## src/rtl/mxfp8_pkg.sv

```systemverilog
package mxfp8_pkg;
  localparam int ELEM_W = 8;
  localparam int BF_W   = 16;
  localparam int EXP_W  = 7;   // unbiased element exponent, signed
  localparam int FRAC_W = 3;   // widest element fraction

  typedef enum logic [1:0] {
    CLS_ZERO = 2'd0,
    CLS_FIN  = 2'd1,
    CLS_INF  = 2'd2,
    CLS_NAN  = 2'd3
  } elem_cls_t;

  typedef struct packed {
    logic                     sign;
    elem_cls_t                cls;
    logic signed [EXP_W-1:0]  exp;
    logic [FRAC_W-1:0]        frac;
  } elem_dec_t;

  localparam logic [7:0]  SCALE_NAN = 8'hFF;
  localparam logic [15:0] BF_QNAN   = 16'h7FC0;
endpackage

```

## src/rtl/mxfp8_elem_decode.sv

```systemverilog
module mxfp8_elem_decode
  import mxfp8_pkg::*;
(
  input  logic [ELEM_W-1:0] code,
  input  logic              fmt,
  output elem_dec_t         dec
);
  logic [3:0] e4;
  logic [2:0] m3;
  logic [4:0] e5;
  logic [1:0] m2;

  assign e4 = code[6:3];
  assign m3 = code[2:0];
  assign e5 = code[6:2];
  assign m2 = code[1:0];

  always_comb begin
    dec      = '0;
    dec.sign = code[7];
    dec.cls  = CLS_FIN;
    if (!fmt) begin
      if (e4 == 4'hF && m3 == 3'h7) begin
        dec.cls = CLS_NAN;
      end else if (e4 == 4'h0) begin
        if (m3 == 3'h0) begin
          dec.cls = CLS_ZERO;
        end else begin
          // value = m * 2^-9; leading one sets the exponent
          casez (m3)
            3'b1??:  begin dec.exp = -7'sd7; dec.frac = {m3[1:0], 1'b0}; end
            3'b01?:  begin dec.exp = -7'sd8; dec.frac = {m3[0], 2'b00};  end
            default: begin dec.exp = -7'sd9; dec.frac = 3'b000;          end
          endcase
        end
      end else begin
        dec.exp  = $signed({3'b000, e4}) - 7'sd7;
        dec.frac = m3;
      end
    end else begin
      if (e5 == 5'h1F) begin
        dec.cls = (m2 == 2'b00) ? CLS_INF : CLS_NAN;
      end else if (e5 == 5'h00) begin
        if (m2 == 2'b00) begin
          dec.cls = CLS_ZERO;
        end else if (m2[1]) begin
          dec.exp  = -7'sd15;
          dec.frac = {m2[0], 2'b00};
        end else begin
          dec.exp  = -7'sd16;
          dec.frac = 3'b000;
        end
      end else begin
        dec.exp  = $signed({2'b00, e5}) - 7'sd15;
        dec.frac = {m2, 1'b0};
      end
    end
  end
endmodule

```

## src/rtl/mxfp8_scale_apply.sv

```systemverilog
module mxfp8_scale_apply
  import mxfp8_pkg::*;
(
  input  elem_dec_t        dec,
  input  logic [7:0]       scale,
  output logic [BF_W-1:0]  bf
);
  localparam int BX_W = 10;

  logic signed [BX_W-1:0] bexp;   // biased BF16 exponent = elem exp + scale code
  logic [BX_W-1:0]        rsh;
  logic [6:0]             wide;
  logic [6:0]             sub;

  assign bexp = BX_W'(dec.exp) + $signed({2'b00, scale});
  assign rsh  = BX_W'(-bexp);
  assign wide = {1'b1, dec.frac, 3'b000};
  assign sub  = (rsh > BX_W'(6)) ? 7'd0 : (wide >> rsh[2:0]);

  always_comb begin
    bf = '0;
    if (scale == SCALE_NAN) begin
      bf = BF_QNAN;
    end else begin
      unique case (dec.cls)
        CLS_NAN:  bf = {dec.sign, 8'hFF, 7'h40};
        CLS_INF:  bf = {dec.sign, 8'hFF, 7'h00};
        CLS_ZERO: bf = {dec.sign, 15'h0000};
        default: begin
          if (bexp >= BX_W'(255))
            bf = {dec.sign, 8'hFF, 7'h00};
          else if (bexp >= BX_W'(1))
            bf = {dec.sign, bexp[7:0], dec.frac, 4'b0000};
          else
            bf = {dec.sign, 8'h00, sub};
        end
      endcase
    end
  end
endmodule

```

## src/rtl/mxfp8_block_buf.sv

```systemverilog
module mxfp8_block_buf
  import mxfp8_pkg::*;
#(
  parameter int N_ELEM = 32,
  localparam int IDX_W = $clog2(N_ELEM)
)(
  input  logic                     clk,
  input  logic                     rst,
  input  logic                     load,
  input  logic                     fmt_in,
  input  logic [7:0]               scale_in,
  input  logic [N_ELEM*ELEM_W-1:0] elems_in,
  input  logic                     adv,
  output logic                     busy,
  output logic                     fmt_q,
  output logic [7:0]               scale_q,
  output logic [ELEM_W-1:0]        cur_elem,
  output logic [IDX_W-1:0]         cur_idx,
  output logic                     cur_last
);
  logic [ELEM_W-1:0] mem [N_ELEM];

  for (genvar g = 0; g < N_ELEM; g++) begin : g_slot
    always_ff @(posedge clk) begin
      if (load) mem[g] <= elems_in[g*ELEM_W +: ELEM_W];
    end
  end

  always_ff @(posedge clk) begin
    if (rst) begin
      busy    <= 1'b0;
      cur_idx <= '0;
      fmt_q   <= 1'b0;
      scale_q <= '0;
    end else if (load) begin
      busy    <= 1'b1;
      cur_idx <= '0;
      fmt_q   <= fmt_in;
      scale_q <= scale_in;
    end else if (adv) begin
      if (cur_last) busy <= 1'b0;
      cur_idx <= cur_idx + 1'b1;
    end
  end

  assign cur_elem = mem[cur_idx];
  assign cur_last = (cur_idx == IDX_W'(N_ELEM - 1));

  // a captured block starts at element 0 with the input side closed
  assert_capture_R10: assert property (@(posedge clk) disable iff (rst)
    load |=> busy && cur_idx == '0);

  // element pointer moves only when an element is consumed
  assert_idx_hold_R9: assert property (@(posedge clk) disable iff (rst)
    busy && !adv && !load |=> $stable(cur_idx));
endmodule

```

## src/rtl/mxfp8_expand.sv

```systemverilog
module mxfp8_expand
  import mxfp8_pkg::*;
#(
  parameter int N_ELEM = 32,
  localparam int IDX_W = $clog2(N_ELEM)
)(
  input  logic                     clk,
  input  logic                     rst,
  input  logic                     blk_valid,
  output logic                     blk_ready,
  input  logic                     blk_fmt,
  input  logic [7:0]               blk_scale,
  input  logic [N_ELEM*ELEM_W-1:0] blk_elems,
  output logic                     res_valid,
  input  logic                     res_ready,
  output logic [BF_W-1:0]          res_data,
  output logic [IDX_W-1:0]         res_idx,
  output logic                     res_last
);
  logic              busy, fmt_q, cur_last, adv, load;
  logic [7:0]        scale_q;
  logic [ELEM_W-1:0] cur_elem;
  logic [IDX_W-1:0]  cur_idx;
  elem_dec_t         dec;
  logic [BF_W-1:0]   bf;

  assign blk_ready = !busy;
  assign load      = blk_valid && !busy;
  assign adv       = busy && (!res_valid || res_ready);

  mxfp8_block_buf #(.N_ELEM(N_ELEM)) u_buf (
    .clk(clk), .rst(rst), .load(load), .fmt_in(blk_fmt),
    .scale_in(blk_scale), .elems_in(blk_elems), .adv(adv),
    .busy(busy), .fmt_q(fmt_q), .scale_q(scale_q),
    .cur_elem(cur_elem), .cur_idx(cur_idx), .cur_last(cur_last)
  );

  mxfp8_elem_decode u_dec (.code(cur_elem), .fmt(fmt_q), .dec(dec));

  mxfp8_scale_apply u_scl (.dec(dec), .scale(scale_q), .bf(bf));

  always_ff @(posedge clk) begin
    if (rst) begin
      res_valid <= 1'b0;
      res_data  <= '0;
      res_idx   <= '0;
      res_last  <= 1'b0;
    end else if (adv) begin
      res_valid <= 1'b1;
      res_data  <= bf;
      res_idx   <= cur_idx;
      res_last  <= cur_last;
    end else if (res_ready) begin
      res_valid <= 1'b0;
    end
  end

  // a stalled result holds
  assert_stall_hold_R10: assert property (@(posedge clk) disable iff (rst)
    res_valid && !res_ready |=> res_valid && $stable(res_data) && $stable(res_idx));

  // within a block, indices follow one another without gaps
  assert_idx_step_R9: assert property (@(posedge clk) disable iff (rst)
    res_valid && res_ready && !res_last |=> res_valid && res_idx == $past(res_idx) + 1'b1);

  // last marker only on the final index
  assert_last_idx_R9: assert property (@(posedge clk) disable iff (rst)
    res_valid && res_last |-> res_idx == IDX_W'(N_ELEM - 1));

  // input side closed while a block is being expanded
  assert_ready_low_R10: assert property (@(posedge clk) disable iff (rst)
    blk_valid && blk_ready |=> !blk_ready);
endmodule

```

## config.mk

```make
export PLATFORM = sky130hd
export DESIGN_NAME = mxfp8_expand
export DESIGN_NICKNAME = d
export VERILOG_FILES = /design/src/rtl/mxfp8_pkg.sv /design/src/rtl/mxfp8_elem_decode.sv /design/src/rtl/mxfp8_scale_apply.sv /design/src/rtl/mxfp8_block_buf.sv /design/src/rtl/mxfp8_expand.sv
export SDC_FILE = /design/constraint.sdc
export NUM_CORES = 1
export LEC_CHECK = 0
export BUFFER_PORTS_ARGS = -buffer_cell sky130_fd_sc_hd__buf_2
export CORE_UTILIZATION = 54
export CTS_CLUSTER_DIAMETER = 60
export CTS_CLUSTER_SIZE = 40
export DETAILED_ROUTE_END_ITERATION = 10
export PLACE_DENSITY = 0.79
export SLEW_MARGIN = 20
export SYNTH_ARGS = -nofsm -noshare
export SYNTH_HDL_FRONTEND = slang
export SYNTH_SLANG_ARGS = --single-unit
export TNS_END_PERCENT = 5
```

## constraint.sdc

```tcl
create_clock -name clk -period 10.5 [get_ports clk]
set_input_delay 0.525 -clock clk [delete_from_list [all_inputs] [get_ports clk]]
set_output_delay 0.525 -clock clk [all_outputs]
set_load 0.1 [all_outputs]
```

# After elaboration in Yosys (flattened, before gate mapping)
# Memory sizes are Yosys's and may differ from the RTL's. A register that Yosys moved wholly into a read port is not among the register bits.
# Cells that the tools add are included.
# W data, S select, Z words.
[classes]
n_addsub = 5
magnitude_cmp = 3
eq_ne = 8
shift = 1
muxes = 30
reduce_logical = 16
[ops]
columns = ["cell", "count"]
rows = [
  ["$mux W10", 6],
  ["$pmux W15 S3", 1],
  ["$mux W15", 2],
  ["$mux W16", 1],
  ["$pmux W7 S2", 1],
  ["$mux W12", 1],
  ["$add A7 B9 Y10", 1],
  ["$eq A5 B5 Y1 const B", 2],
  ["$ge A10 B2 Y1 const B", 1],
  ["$ge A10 B9 Y1 const B", 1],
  ["$gt A10 B3 Y1 const B", 1],
  ["$mux W1", 10],
  ["$mux W5", 2],
  ["$neg A10 Y10", 1],
  ["$eq A8 B8 Y1 const B", 1],
  ["$mux W2", 4],
  ["$mux W7", 1],
  ["$shr A7 B3 Y7", 1],
  ["$reduce_bool A2 Y1", 3],
  ["$sub A5 B4 Y6 const B", 1],
  ["$add A5 B1 Y5 const B", 1],
  ["$logic_not A5 Y1", 1],
  ["$sub A4 B3 Y5 const B", 1],
  ["$eq A2 B2 Y1 const B", 2],
  ["12 further kinds", 16],
]
[word_totals]
reg_bits = 38
ram_bits = 256
input_bits = 269
output_inout_bits = 24
elab_cells = 72
mem_count = 1
[mem_list]
columns = ["name", "depth", "width", "read_ports", "rd_ports_with_merged_regs", "write_ports", "line_no", "rtl"]
rows = [
  ["u_buf.mem", 32, 8, 1, 1, 32, "mxfp8_block_buf.sv:21", "logic [ELEM_W-1:0] mem [N_ELEM];"],
]

# Depth between registers and ports, before layout
[depth]
word_depth = 14
ltp_mapped = 31
depth_no_buf = 24

# Cells and area by module
# A second synthesis with hierarchy kept.
[unflattened]
hier_cells = 764
area_unflattened_um2 = 13153.9
[by_module_without_submodules]
columns = ["module", "n_inst", "cells_each", "area_per_inst_um2", "seq_area_each_um2"]
rows = [
  ["mxfp8_block_buf", 1, 425, 10354.9, 8087.8],
  ["mxfp8_scale_apply", 1, 175, 1265.0, 0.0],
  ["mxfp8_expand", 1, 101, 1052.3, 460.4],
  ["mxfp8_elem_decode", 1, 63, 481.7, 0.0],
]

# Worst setup path after synthesis
# No wires, ideal clock.
[synth_timing]
path_type = "register to register"
startpoint = "reg u_buf.busy"
endpoint = "mem u_buf.mem[0][0], enable pin"
setup_ns = 2.207
arrival_ns = 5.688
required_ns = 8.293
path_slack_ns = 2.605
path_stages_with_launch = 4
n_path_buf = 0
synth_period_minus_slack_ns = 7.895
cell_sequence = "dfxtp_1 inv_1 nand2_1 clkinv_1"
[synth_rtl]
columns = ["item", "line_no", "rtl"]
rows = [
  ["start, declared", "mxfp8_block_buf.sv:14", "output logic busy,"],
  ["start signal, assigned", "mxfp8_block_buf.sv:31", "busy <= 1'b0;"],
  ["start signal, assigned", "mxfp8_block_buf.sv:36", "busy <= 1'b1;"],
  ["start signal, assigned", "mxfp8_block_buf.sv:41", "if (cur_last) busy <= 1'b0;"],
  ["end, declared", "mxfp8_block_buf.sv:21", ""],
]

==> run_results.csv <==
group,metric,value,unit
run_status,status,"finished, final reports clean",
grt,grt_pass1_wl,45400,microns
placed_design,hpwl,21800,microns
worst_hold_path,min_path_type,"in -> reg",
timing,fin_crit,7280,ps
final_layout,area_growth,20.7,%
final_layout,fin_nets,1409,
clock_network,cts_htree_levels,1,
placed_design,gp_congestion,0.874,
placed_design,placedCellCount,1405,
timing,rsz0062_at_grt,"false",
critical_path,cp_slowest_cell,"dfxtp_2",
synth,synth-seq-area-share,0.668,
pwr,seq_power_share,0.499,
pwr,switchingPower,797,uW
timing,setup_viol,0,
die,rows,55,
critical_path,cp.buffers_inverters,1,
routing,first_iter_violations,731,
final_layout,mostFrequentLayoutCell,"buf_2",
clock_network,clock-sinks,299,
die,die_h,156,microns
routing,drc,0,
run,max_cap_violations,0,
placed_design,io_buffers,292,
critical_path,end_kind,"flip-flop",
synth,yosysWarnings,0,
routing,wl_per_cell,20.9,microns
pwr,p_per_area,181,nW/um^2
pwr,p_int,2000,uW
synth,syn_nets,1122,
critical_path,critPathRequiredTime,10930,ps
routing,dr.pass1.iters,5,
die,die_area,24300,sq um
timing,period_share,0.693,
synth,synth.avg_cell_area,15.4,sq um
grt,grt_use_total,0.251,
final_layout,layout_common_cells,"292 x buf_2, 256 x edfxtp_1, 64 x nand2_1, 61 x mux2i_1, 44 x a21oi_1",
final_layout,layout-drive-gt1-share,0.358,
pwr,p_sw_frac,0.285,
synth,yosys.cell_types.count,78,
timing,relSlewSlack,0.292,
die,ios,293,
pwr,comb_power_share,0.143,
worst_hold_path,hp-start,"blk_elems[179]",
clock_network,post_cts.repair.setup_buffers,0,
critical_path,path_common_cell,"ha_1",
die,core_area,22900,sq um
routing,ant_nets,0,
clock_network,clock_latency,560,ps
timing,fmax,137,MHz
grt,antenna_found_initial,17,
pwr,ir_worst_vdd,0.158,mV
grt,grt_overflow,0,
synth,ys_ff_latch,299,
critical_path,critPathMaxStageDelay,920,ps
final_layout,multiInputGateArea,3980,sq um
grt,grt_max_degree,106,
routing,wl,30600,microns
critical_path,path_cells,"nor2b_2, a22oi_1, a21oi_1, a211oi_1, nor2_2, inv_1, ha_1, and3_1, ha_1, nor2_1, o41ai_1, o21ai_0, ha_1, a211oi_1, o21ai_0, a21oi_1, xnor2_1, nand4_1, o31ai_1, mux2i_1, and3b_1, a32o_1",
routing,vias,8300,
synth,synth_edf_count,256,
synth,netlist_area,12800,sq um
die,start_util,0.559,
synth,synth_cells,831,
clock_network,cts_tree,"built",
critical_path,arrival,7700,ps
clock_network,clock_tree.root_cell,"clkbuf_16",
final_layout,regArea,8550,sq um
clock_network,hold_buffers,0,
pwr,finalPower,2790,uW
timing,hold_viol_final,0,
pwr,clockPowerShare,0.359,
clock_network,clockBufferDepth,3,
clock_network,cts_resized,0,
timing,clock_skew,30.2,ps
pwr,p_leak,0.00572,uW
clock_network,clk_pin_slew,100,ps
routing,vias_per_cell,5.67,
timing,slew_violations,0,
clock_network,numCtsBuffers,24,
timing,fin_tns_setup,0,ps
final_layout,finalNonFillerCells,1464,
final_layout,fill_cells,1626,
critical_path,path_delay_family,"compound AO/OA/AOI/OAI gates",
critical_path,cp_max_fo,32,
critical_path,path_class,"reg -> reg",
die,die_w,156,microns
synth,synth-main-ff-cell,"edfxtp_1",
grt,grt_pass1_vias,8427,
critical_path,cp-start-kind,"flip-flop",
synth,synthArstFlopShare,0,
timing,worst_slew_pin_slew,1060,ps
synth_stat cells (4+ instances only):
cell type  number  area share
o31ai_1         4      0.0023
xnor2_1        10      0.0068
nand3_1        13      0.0051
mux2i_1        61       0.048
dfxtp_1        43       0.067
o211ai_1        7      0.0041
buf_2           7      0.0027
nand2_1        64       0.019
o21ai_0        13      0.0051
a21o_1          5      0.0029
clkbuf_1       18      0.0053
a21oi_1        44       0.017
ha_1           21       0.021
a22oi_1        26       0.015
and3_1          6      0.0029
or3_1           4      0.0020
nor3_1          6      0.0023
nor4_1          4      0.0020
inv_1          16      0.0047
o22ai_1        11      0.0054
xor2_1          5      0.0034
nand2b_1       10      0.0049
a211oi_1       11      0.0065
nand4_1         4      0.0020
edfxtp_1      256        0.60
nor2_1         35       0.010
mux4_2         40       0.070
a31oi_1         4      0.0020
nand3b_1        4      0.0023
power groups by stage:
stage               sequential (uW)  clock [uW]  combinational [uW]
finish                         1390        1000                 399
floorplan                      1460           0                 242
global placement               1420           0                 390
detailed placement             1420           0                 394
CTS                            1390        1020                 396
global route                   1400        1060                 434
per-stage QoR:
stage | hold WS [ps] | instance area [sq um] | utilization | setup WS [ps]
floorplan | 449 | 12800 | - | 2610
global placement | 440 | 14500 | 0.632 | 3170
detailed placement | 444 | 14500 | 0.632 | 3020
CTS | 110 | 15400 | 0.672 | 2980
global route | 104 | 15400 | 0.674 | 2590
finish | 132 | 15400 | 0.674 | 3220
worst reg2reg max path, stage by stage, from the launching register on:
cell and delay (ps):
dfxtp_2 920, nor2b_2 730, a22oi_1 160, a21oi_1 240, a211oi_1 140, nor2_2 380
inv_1 150, ha_1 240, and3_1 150, ha_1 180, nor2_1 320, o41ai_1 260
o21ai_0 280, ha_1 310, a211oi_1 350, o21ai_0 210, a21oi_1 330, xnor2_1 150
nand4_1 230, o31ai_1 90, mux2i_1 720, and3b_1 340, a32o_1 270
final timing paths:
kind | to | slack [ps] | cells past startpoint
setup / recovery | res_data[3]$_SDFFE_PP0P_ | 3220 | 22
hold / removal | u_buf.mem[22][3]$_DFFE_PP_ | 130 | 1
setup reg to reg | res_data[3]$_SDFFE_PP0P_ | 3220 | 22
hold reg to reg | res_idx[1]$_SDFFE_PP0P_ | 450 | 2
metal layers:
layer	part of all wire	wire length, microns	up-vias	GRT usage
li1	-	-	3874	-
met1	0.38	11700	4027	0.296
met2	0.52	15900	328	0.449
met3	0.061	1870	67	0.0511
met4	0.036	1110	4	0.0994
met5	0.00085	26	-	0
cell families (layout without fill, tap and decap cells):
logic type / count (synthesis) / after routing / synth area share
other: 0 / 15 / 0
XOR/XNOR: 15 / 15 / 0.0103
adder cells (fa/ha/maj): 22 / 22 / 0.0221
multiplexers: 103 / 103 / 0.120
AO/OA/AOI/OAI: 160 / 160 / 0.0863
AND/OR/NAND/NOR: 178 / 178 / 0.0717
flip-flops: 299 / 299 / 0.668
buffers and inverters: 54 / 359 / 0.0221
area by class of cell:
cell class	count	share of cell area
clock buffer	24	0.0389
antenna	15	0.00243
sequential	299	0.554
tap	313	0.0254
multi-input combinational	478	0.257
clock inverter	20	0.0205
inverter	19	0.00510
timing repair buffer	296	0.0966
sequential cells by signal, indices dropped and copies added, names as in the netlist, 5 cells and up, named ones only:
| name | cells |
|---|---|
| res_data | 16 |
| res_idx | 5 |
| u_buf.cur_idx | 5 |
| u_buf.mem | 256 |
| u_buf.scale_q | 8 |
Note: power is estimated with default switching activity, not from simulation.
